==> src/rtl/bus_xcvr_pkg.sv <==
package bus_xcvr_pkg;
  localparam int unsigned NUM_PATHS = 2;

  typedef struct packed {
    logic oe_n;
    logic le;
    logic strobe;
    logic cken_n;
  } path_ctl_t;
endpackage

==> src/rtl/strobe_edge.sv <==
module strobe_edge (
  input  logic clk,
  input  logic rst,
  input  logic strobe,
  output logic rise
);
  logic prev_q;

  always_ff @(posedge clk) begin
    if (rst) prev_q <= 1'b1;
    else     prev_q <= strobe;
  end

  assign rise = strobe & ~prev_q;

  assert_rise_needs_low_history_R11: assert property (@(posedge clk) disable iff (rst)
    (!rst && rise) |=> !rise);
endmodule

==> src/rtl/store_cell.sv <==
module store_cell #(
  parameter int unsigned W = 18
) (
  input  logic         clk,
  input  logic         rst,
  input  logic         le,
  input  logic         rise,
  input  logic         cken_n,
  input  logic [W-1:0] d,
  output logic [W-1:0] q
);
  logic load;
  assign load = le | (rise & ~cken_n);

  always_ff @(posedge clk) begin
    if (rst)       q <= '0;
    else if (load) q <= d;
  end

  assert_reset_clears_R1: assert property (@(posedge clk) disable iff (rst)
    $past(rst) |-> q == '0);
  assert_transparent_R2: assert property (@(posedge clk) disable iff (rst)
    (!rst && le) |=> q == $past(d));
  assert_capture_R4: assert property (@(posedge clk) disable iff (rst)
    (!rst && !le && rise && !cken_n) |=> q == $past(d));
  assert_hold_R3: assert property (@(posedge clk) disable iff (rst)
    (!rst && !le && !rise) |=> $stable(q));
  assert_gated_R5: assert property (@(posedge clk) disable iff (rst)
    (!rst && !le && cken_n) |=> $stable(q));
endmodule

==> src/rtl/drive_stage.sv <==
module drive_stage (
  input  logic clk,
  input  logic rst,
  input  logic oe_n,
  output logic drive
);
  always_ff @(posedge clk) begin
    if (rst) drive <= 1'b0;
    else     drive <= ~oe_n;
  end

  assert_drive_on_R6: assert property (@(posedge clk) disable iff (rst)
    (!rst && !oe_n) |=> drive);
  assert_drive_off_R6: assert property (@(posedge clk) disable iff (rst)
    (!rst && oe_n) |=> !drive);
endmodule

==> src/rtl/xfer_path.sv <==
module xfer_path
  import bus_xcvr_pkg::*;
#(
  parameter int unsigned W = 18
) (
  input  logic         clk,
  input  logic         rst,
  input  path_ctl_t    ctl,
  input  logic [W-1:0] din,
  output logic [W-1:0] dout,
  output logic         drive
);
  logic rise;

  strobe_edge u_edge (
    .clk    (clk),
    .rst    (rst),
    .strobe (ctl.strobe),
    .rise   (rise)
  );

  store_cell #(.W(W)) u_store (
    .clk    (clk),
    .rst    (rst),
    .le     (ctl.le),
    .rise   (rise),
    .cken_n (ctl.cken_n),
    .d      (din),
    .q      (dout)
  );

  drive_stage u_drive (
    .clk   (clk),
    .rst   (rst),
    .oe_n  (ctl.oe_n),
    .drive (drive)
  );
endmodule

==> src/rtl/bus_xcvr.sv <==
module bus_xcvr
  import bus_xcvr_pkg::*;
#(
  parameter int unsigned W = 18
) (
  input  logic         clk,
  input  logic         rst,
  input  logic [W-1:0] a_in,
  output logic [W-1:0] b_out,
  output logic         b_drive,
  input  logic         ab_oe_n,
  input  logic         ab_le,
  input  logic         ab_strobe,
  input  logic         ab_cken_n,
  input  logic [W-1:0] b_in,
  output logic [W-1:0] a_out,
  output logic         a_drive,
  input  logic         ba_oe_n,
  input  logic         ba_le,
  input  logic         ba_strobe,
  input  logic         ba_cken_n
);
  path_ctl_t        ctl   [NUM_PATHS];
  logic [W-1:0]     din   [NUM_PATHS];
  logic [W-1:0]     dout  [NUM_PATHS];
  logic             drv   [NUM_PATHS];

  assign ctl[0] = '{oe_n: ab_oe_n, le: ab_le, strobe: ab_strobe, cken_n: ab_cken_n};
  assign ctl[1] = '{oe_n: ba_oe_n, le: ba_le, strobe: ba_strobe, cken_n: ba_cken_n};
  assign din[0] = a_in;
  assign din[1] = b_in;

  for (genvar p = 0; p < NUM_PATHS; p++) begin : g_path
    xfer_path #(.W(W)) u_path (
      .clk   (clk),
      .rst   (rst),
      .ctl   (ctl[p]),
      .din   (din[p]),
      .dout  (dout[p]),
      .drive (drv[p])
    );
  end

  assign b_out   = dout[0];
  assign b_drive = drv[0];
  assign a_out   = dout[1];
  assign a_drive = drv[1];

  // a quiet B-to-A path keeps its word while A-to-B is active
  assert_paths_independent_R10: assert property (@(posedge clk) disable iff (rst)
    (!rst && !ba_le && (ba_cken_n || !ba_strobe)) |=> $stable(a_out));
endmodule

==> config.mk <==
export PLATFORM = sky130hd
export DESIGN_NAME = bus_xcvr
export DESIGN_NICKNAME = d
export VERILOG_FILES = /design/src/rtl/bus_xcvr_pkg.sv /design/src/rtl/strobe_edge.sv /design/src/rtl/store_cell.sv /design/src/rtl/drive_stage.sv /design/src/rtl/xfer_path.sv /design/src/rtl/bus_xcvr.sv
export SDC_FILE = /design/constraint.sdc
export NUM_CORES = 1
export LEC_CHECK = 0
export BUFFER_PORTS_ARGS = -buffer_cell sky130_fd_sc_hd__buf_2
export CORE_MARGIN = 1
export CORE_UTILIZATION = 40
export CTS_BUF_LIST = sky130_fd_sc_hd__clkbuf_4
export DETAILED_ROUTE_END_ITERATION = 16
export PLACE_DENSITY = 0.67
export SYNTH_ARGS = -nofsm -noshare
export SYNTH_HDL_FRONTEND = slang
export SYNTH_SLANG_ARGS = --single-unit
==> constraint.sdc <==
create_clock -name clk -period 3.2 [get_ports clk]
set_input_delay 0.64 -clock clk [delete_from_list [all_inputs] [get_ports clk]]
set_output_delay 0.64 -clock clk [all_outputs]
set_load 0.01 [all_outputs]
After elaboration in Yosys (flattened, before gate mapping). Index checks and enable logic that the tools add are counted.

Register bits after elaboration: 40. Output and inout port bits: 38. Word-level logic and storage cells: 18.

Bitwise gates (word level): 12.

Operator list (count): inverter 1 bit (6); bitwise AND 1 bit (4); bitwise OR 1 bit (2).

Depth between registers and ports, before layout.
Word-level depth: 4. Mapped depth: 5. Depth with buffers taken out: 3.

Hierarchy. From an unflattened synthesis, not the netlist that was laid out.

Cells, all modules: 168. Area, all modules: 1754.2 µm².

Modules (own cells, without submodules): store_cell (instances 2, cells each 79, area each 820.8 µm², sequential area each 360.3 µm²); strobe_edge (instances 2, cells each 3, area each 32.5 µm², sequential area each 20.0 µm²); drive_stage (instances 2, cells each 2, area each 23.8 µm², sequential area each 20.0 µm²).

Worst setup path after synthesis. No wires, ideal clock.

Path kind: in2reg. Start: in ab_cken_n. End: reg g_path[0].u_path.u_store.q[0]. Arrival time: 1287 ps. Required time: 3128 ps. Path slack: 1841 ps. Stages: 5. Buffers on the path: 2. Path through: nor2_1 -> a21oi_1 -> buf_6 -> buf_12 -> mux2i_1.

Word-level cells in the longest chain between the ends: 3.

RTL lines: start, declared (line bus_xcvr.sv:14) `input logic ab_cken_n,`; inverter 1 bit (line store_cell.sv:13) `assign load = le | (rise & ~cken_n);`; bitwise AND 1 bit (line store_cell.sv:13); bitwise OR 1 bit (line store_cell.sv:13); end signal, assigned (line store_cell.sv:16) `if (rst) q <= '0;`; end signal, assigned (line store_cell.sv:17) `else if (load) q <= d;`; end, declared (line store_cell.sv:10) `output logic [W-1:0] q`.

Every way passes these cells. A chain may end at the register's enable or synchronous reset.

Worst setup path after layout.
Start: reg g_path[0].u_path.u_store.q[5]. End: out b_out[5].

RTL lines: end, declared (line bus_xcvr.sv:9) `output logic [W-1:0] b_out,`.

No word-level cell between the ends.

==> results by group <==
Global routing
  – Number of global-route vias before repair: about 1200
  – Met2 usage: about a quarter
  – Initial antenna violation count: 0
  – Most used routing layer: met2
  – Met3 Use GR: 5.17%
  – Global-route wire length before repair: 5000 µm
  – M1 GR Usage: 16.5%
  – GRT overflow: 0
  – GRT Overall Usage: 14.7%
  – Pin count of the biggest net entering global routing: 77

Synthesis
  – Ys async rst share: 0%
  – Number of synthesized flops with an enable pin: 0
  – Synth area leader: dfxtp_1
  – Post-Synthesis Mean Instance Area: 10.4 µm²
  – Count leader, synth: nand2b_1
  – Synth Instances: ~170
  – Synth Warn #: 0
  – Top cells by area, synth: dfxtp_1 (46%), nand2b_1 (26%), mux2i_1 (21%), buf_12 (2.3%), buf_6 (1.3%)
  – Seq/Total Area, Yosys: between 40 and 50%
  – #FFs+latches synth: 40
  – Top cells by count, synth: nand2b_1 (72), dfxtp_1 (40), mux2i_1 (36)
  – Synthesized area: ~1700 µm²
  – Ys flop type: dfxtp_1
  – Yosys cell types: 11
  – Top-area cell type share of the netlist area: 45.8%
  – Post-Syn Nets: 214

Floorplan
  – Die ar.: 4630 µm²
  – Core area: 4090 µm²
  – Die Span Y: between 60 and 70 µm
  – Initial Util: 42.7%
  – Row count: 23
  – Die W: just under 70 µm
  – Top-Level Pins: 84

Power and ir drop
  – P per Cell Area: 427 nW/µm²
  – Total chip power: between 0.9 and 1 mW
  – Pleak: 1.10 nW
  – Worst ir drop on vdd: roughly 240 µV

Clocking
  – CTS H-tree lvls: 2
  – Post-CTS sizing: 0
  – Hold_buf cts: 0
  – CTS Buf Count: 5
  – Clk pin slew, worst setup/hold paths: 0.11 ns
  – Clk Latency, worst-skew pair: 0.33 ns
  – CTS root buf: clkbuf_4
  – CTS tree: built
  – Post-CTS Setup Repair Bufs: 0
  – Total clock sinks: 40
  – CTS Buffer Depth: 2

Finish
  – Filler cell count: 378
  – P&R area growth vs syn: 26.0%
  – Antenna cell count: 0
  – Layout Utilization: 53.9%
  – Layout cells sized above 1: 38.6%
  – Layout net count: between 200 and 300

Detailed routing
  – Routed Antenna Nets: 0
  – Wire length per cell: 10.8 µm
  – Detailed Route WL: 3240 µm
  – Detailed-route via count: 1334
  – DR vias/cell: roughly 4.5
  – DR iter-0 viols: 73
  – Pre-antenna DRT Iters: 4
  – DRC: 0

Critical path
  – Largest stage delay, worst path: 0.36 ns
  – CP arrival: between 0.8 and 0.9 ns
  – Critical Path RT: 2.56 ns
  – Buffer and inverter count on the worst path: 1
  – CP top delay family: flip-flops
  – Worst-path maximum fanout: 2
  – Setup CP Type: register to output port
  – Critical Path Start Type: register
  – CP Cell Sequence: buf_2
  – Worst-path cell with the longest stage delay: dfxtp_1
  – Crit end category: output port

STA
  – Crit share post-route: 46.1%
  – Setup ws final: 1.72 ns
  – Post-route minimum period: 1.48 ns
  – Relative slew slack: slightly above 40%
  – Worst-Margin Slew: 0.882 ns
  – RSZ-0062 raised after global routing: false
  – Pins Over Slew Limit: 0
  – Hold Fails Final Rpt: 0
  – Hold_ws: 0.435 ns
  – Final setup violation count: 0
  – Max Clk Rate: 677 MHz
  – Setup tns final: 0 ns
  – Clock Skews: 0.00199 ns

Placement
  – I/O Buffers: 83
  – Detailed-placement wirelength estimate: 2270 µm
  – DP Worst Slack: 1.44 ns
  – Placer congestion estimate: 0.641

Job
  – Max cap viols: 0

Worst hold path
  – Worst Hold Class: primary input to register

Run status
  – Status: complete, no violations
## where the power goes
part           internal (mW)  switching (mW)
Combinational         0.0854          0.0744
Sequential             0.531          0.0149
Clock                 0.0807           0.153
## final timing paths
check                                       from                        endpoint  slack [ns]  cells past startpoint
hold reg to reg    g_path[1].u_path.u_store.q[1]   g_path[1].u_path.u_store.q[1]        0.48                      2
setup / recovery   g_path[0].u_path.u_store.q[5]                        b_out[5]        1.72                      1
setup reg to reg  g_path[1].u_path.u_edge.prev_q  g_path[1].u_path.u_store.q[12]        2.08                      4
hold / removal                           ab_oe_n  g_path[0].u_path.u_drive.drive        0.43                      2
## through the flow
stage	cells	cell area, µm²
2_1_floorplan	168	1750
3_3_place_gp	291	2150
3_5_place_dp	291	2150
4_1_cts	299	2200
5_1_grt	299	2200
6_report	299	2200
## final cells by class
cell class	instances	area (µm²)	share of cell area [%]
clock buffer	5	37.5	1.71
clock inverter	3	13.8	0.625
multi-input combinational	116	856	38.9
sequential	40	801	36.4
tap	50	62.6	2.84
timing repair buffer	85	430	19.6
## registers in the layout, summed over array words and instances, names as in the netlist
name and flops:
g_path.u_path.u_edge.prev_q 2, g_path.u_path.u_store.q 36, g_path.u_path.u_drive.drive 2
## per-layer routing
layer / routed length, µm / vias to the layer above
li1: - / 696
met1: 1500 / 581
met2: 1420 / 50
met3: 247 / 7
met4: 65 / 0
met5: 0 / -
## logic make-up (layout without fill, tap and decap cells)
kind of cell	count (synthesis)	in the layout	share of synthesized area, %
buffers and inverters	12	93	5.59
AND/OR/NAND/NOR	78	78	27.4
AO/OA/AOI/OAI	2	2	0.573
multiplexers	36	36	20.6
flip-flops	40	40	45.8
## layout by cell type (no fill, tap or decap)
cell type   n
mux2i_1    36
nor2_1      4
a21oi_2     2
clkinv_2    2
or2_2       2
clkbuf_4    5
dfxtp_1    40
buf_2      83
nand2b_1   72
clkinv_1    1
buf_4       2
Power figures use the tool's default switching activity.
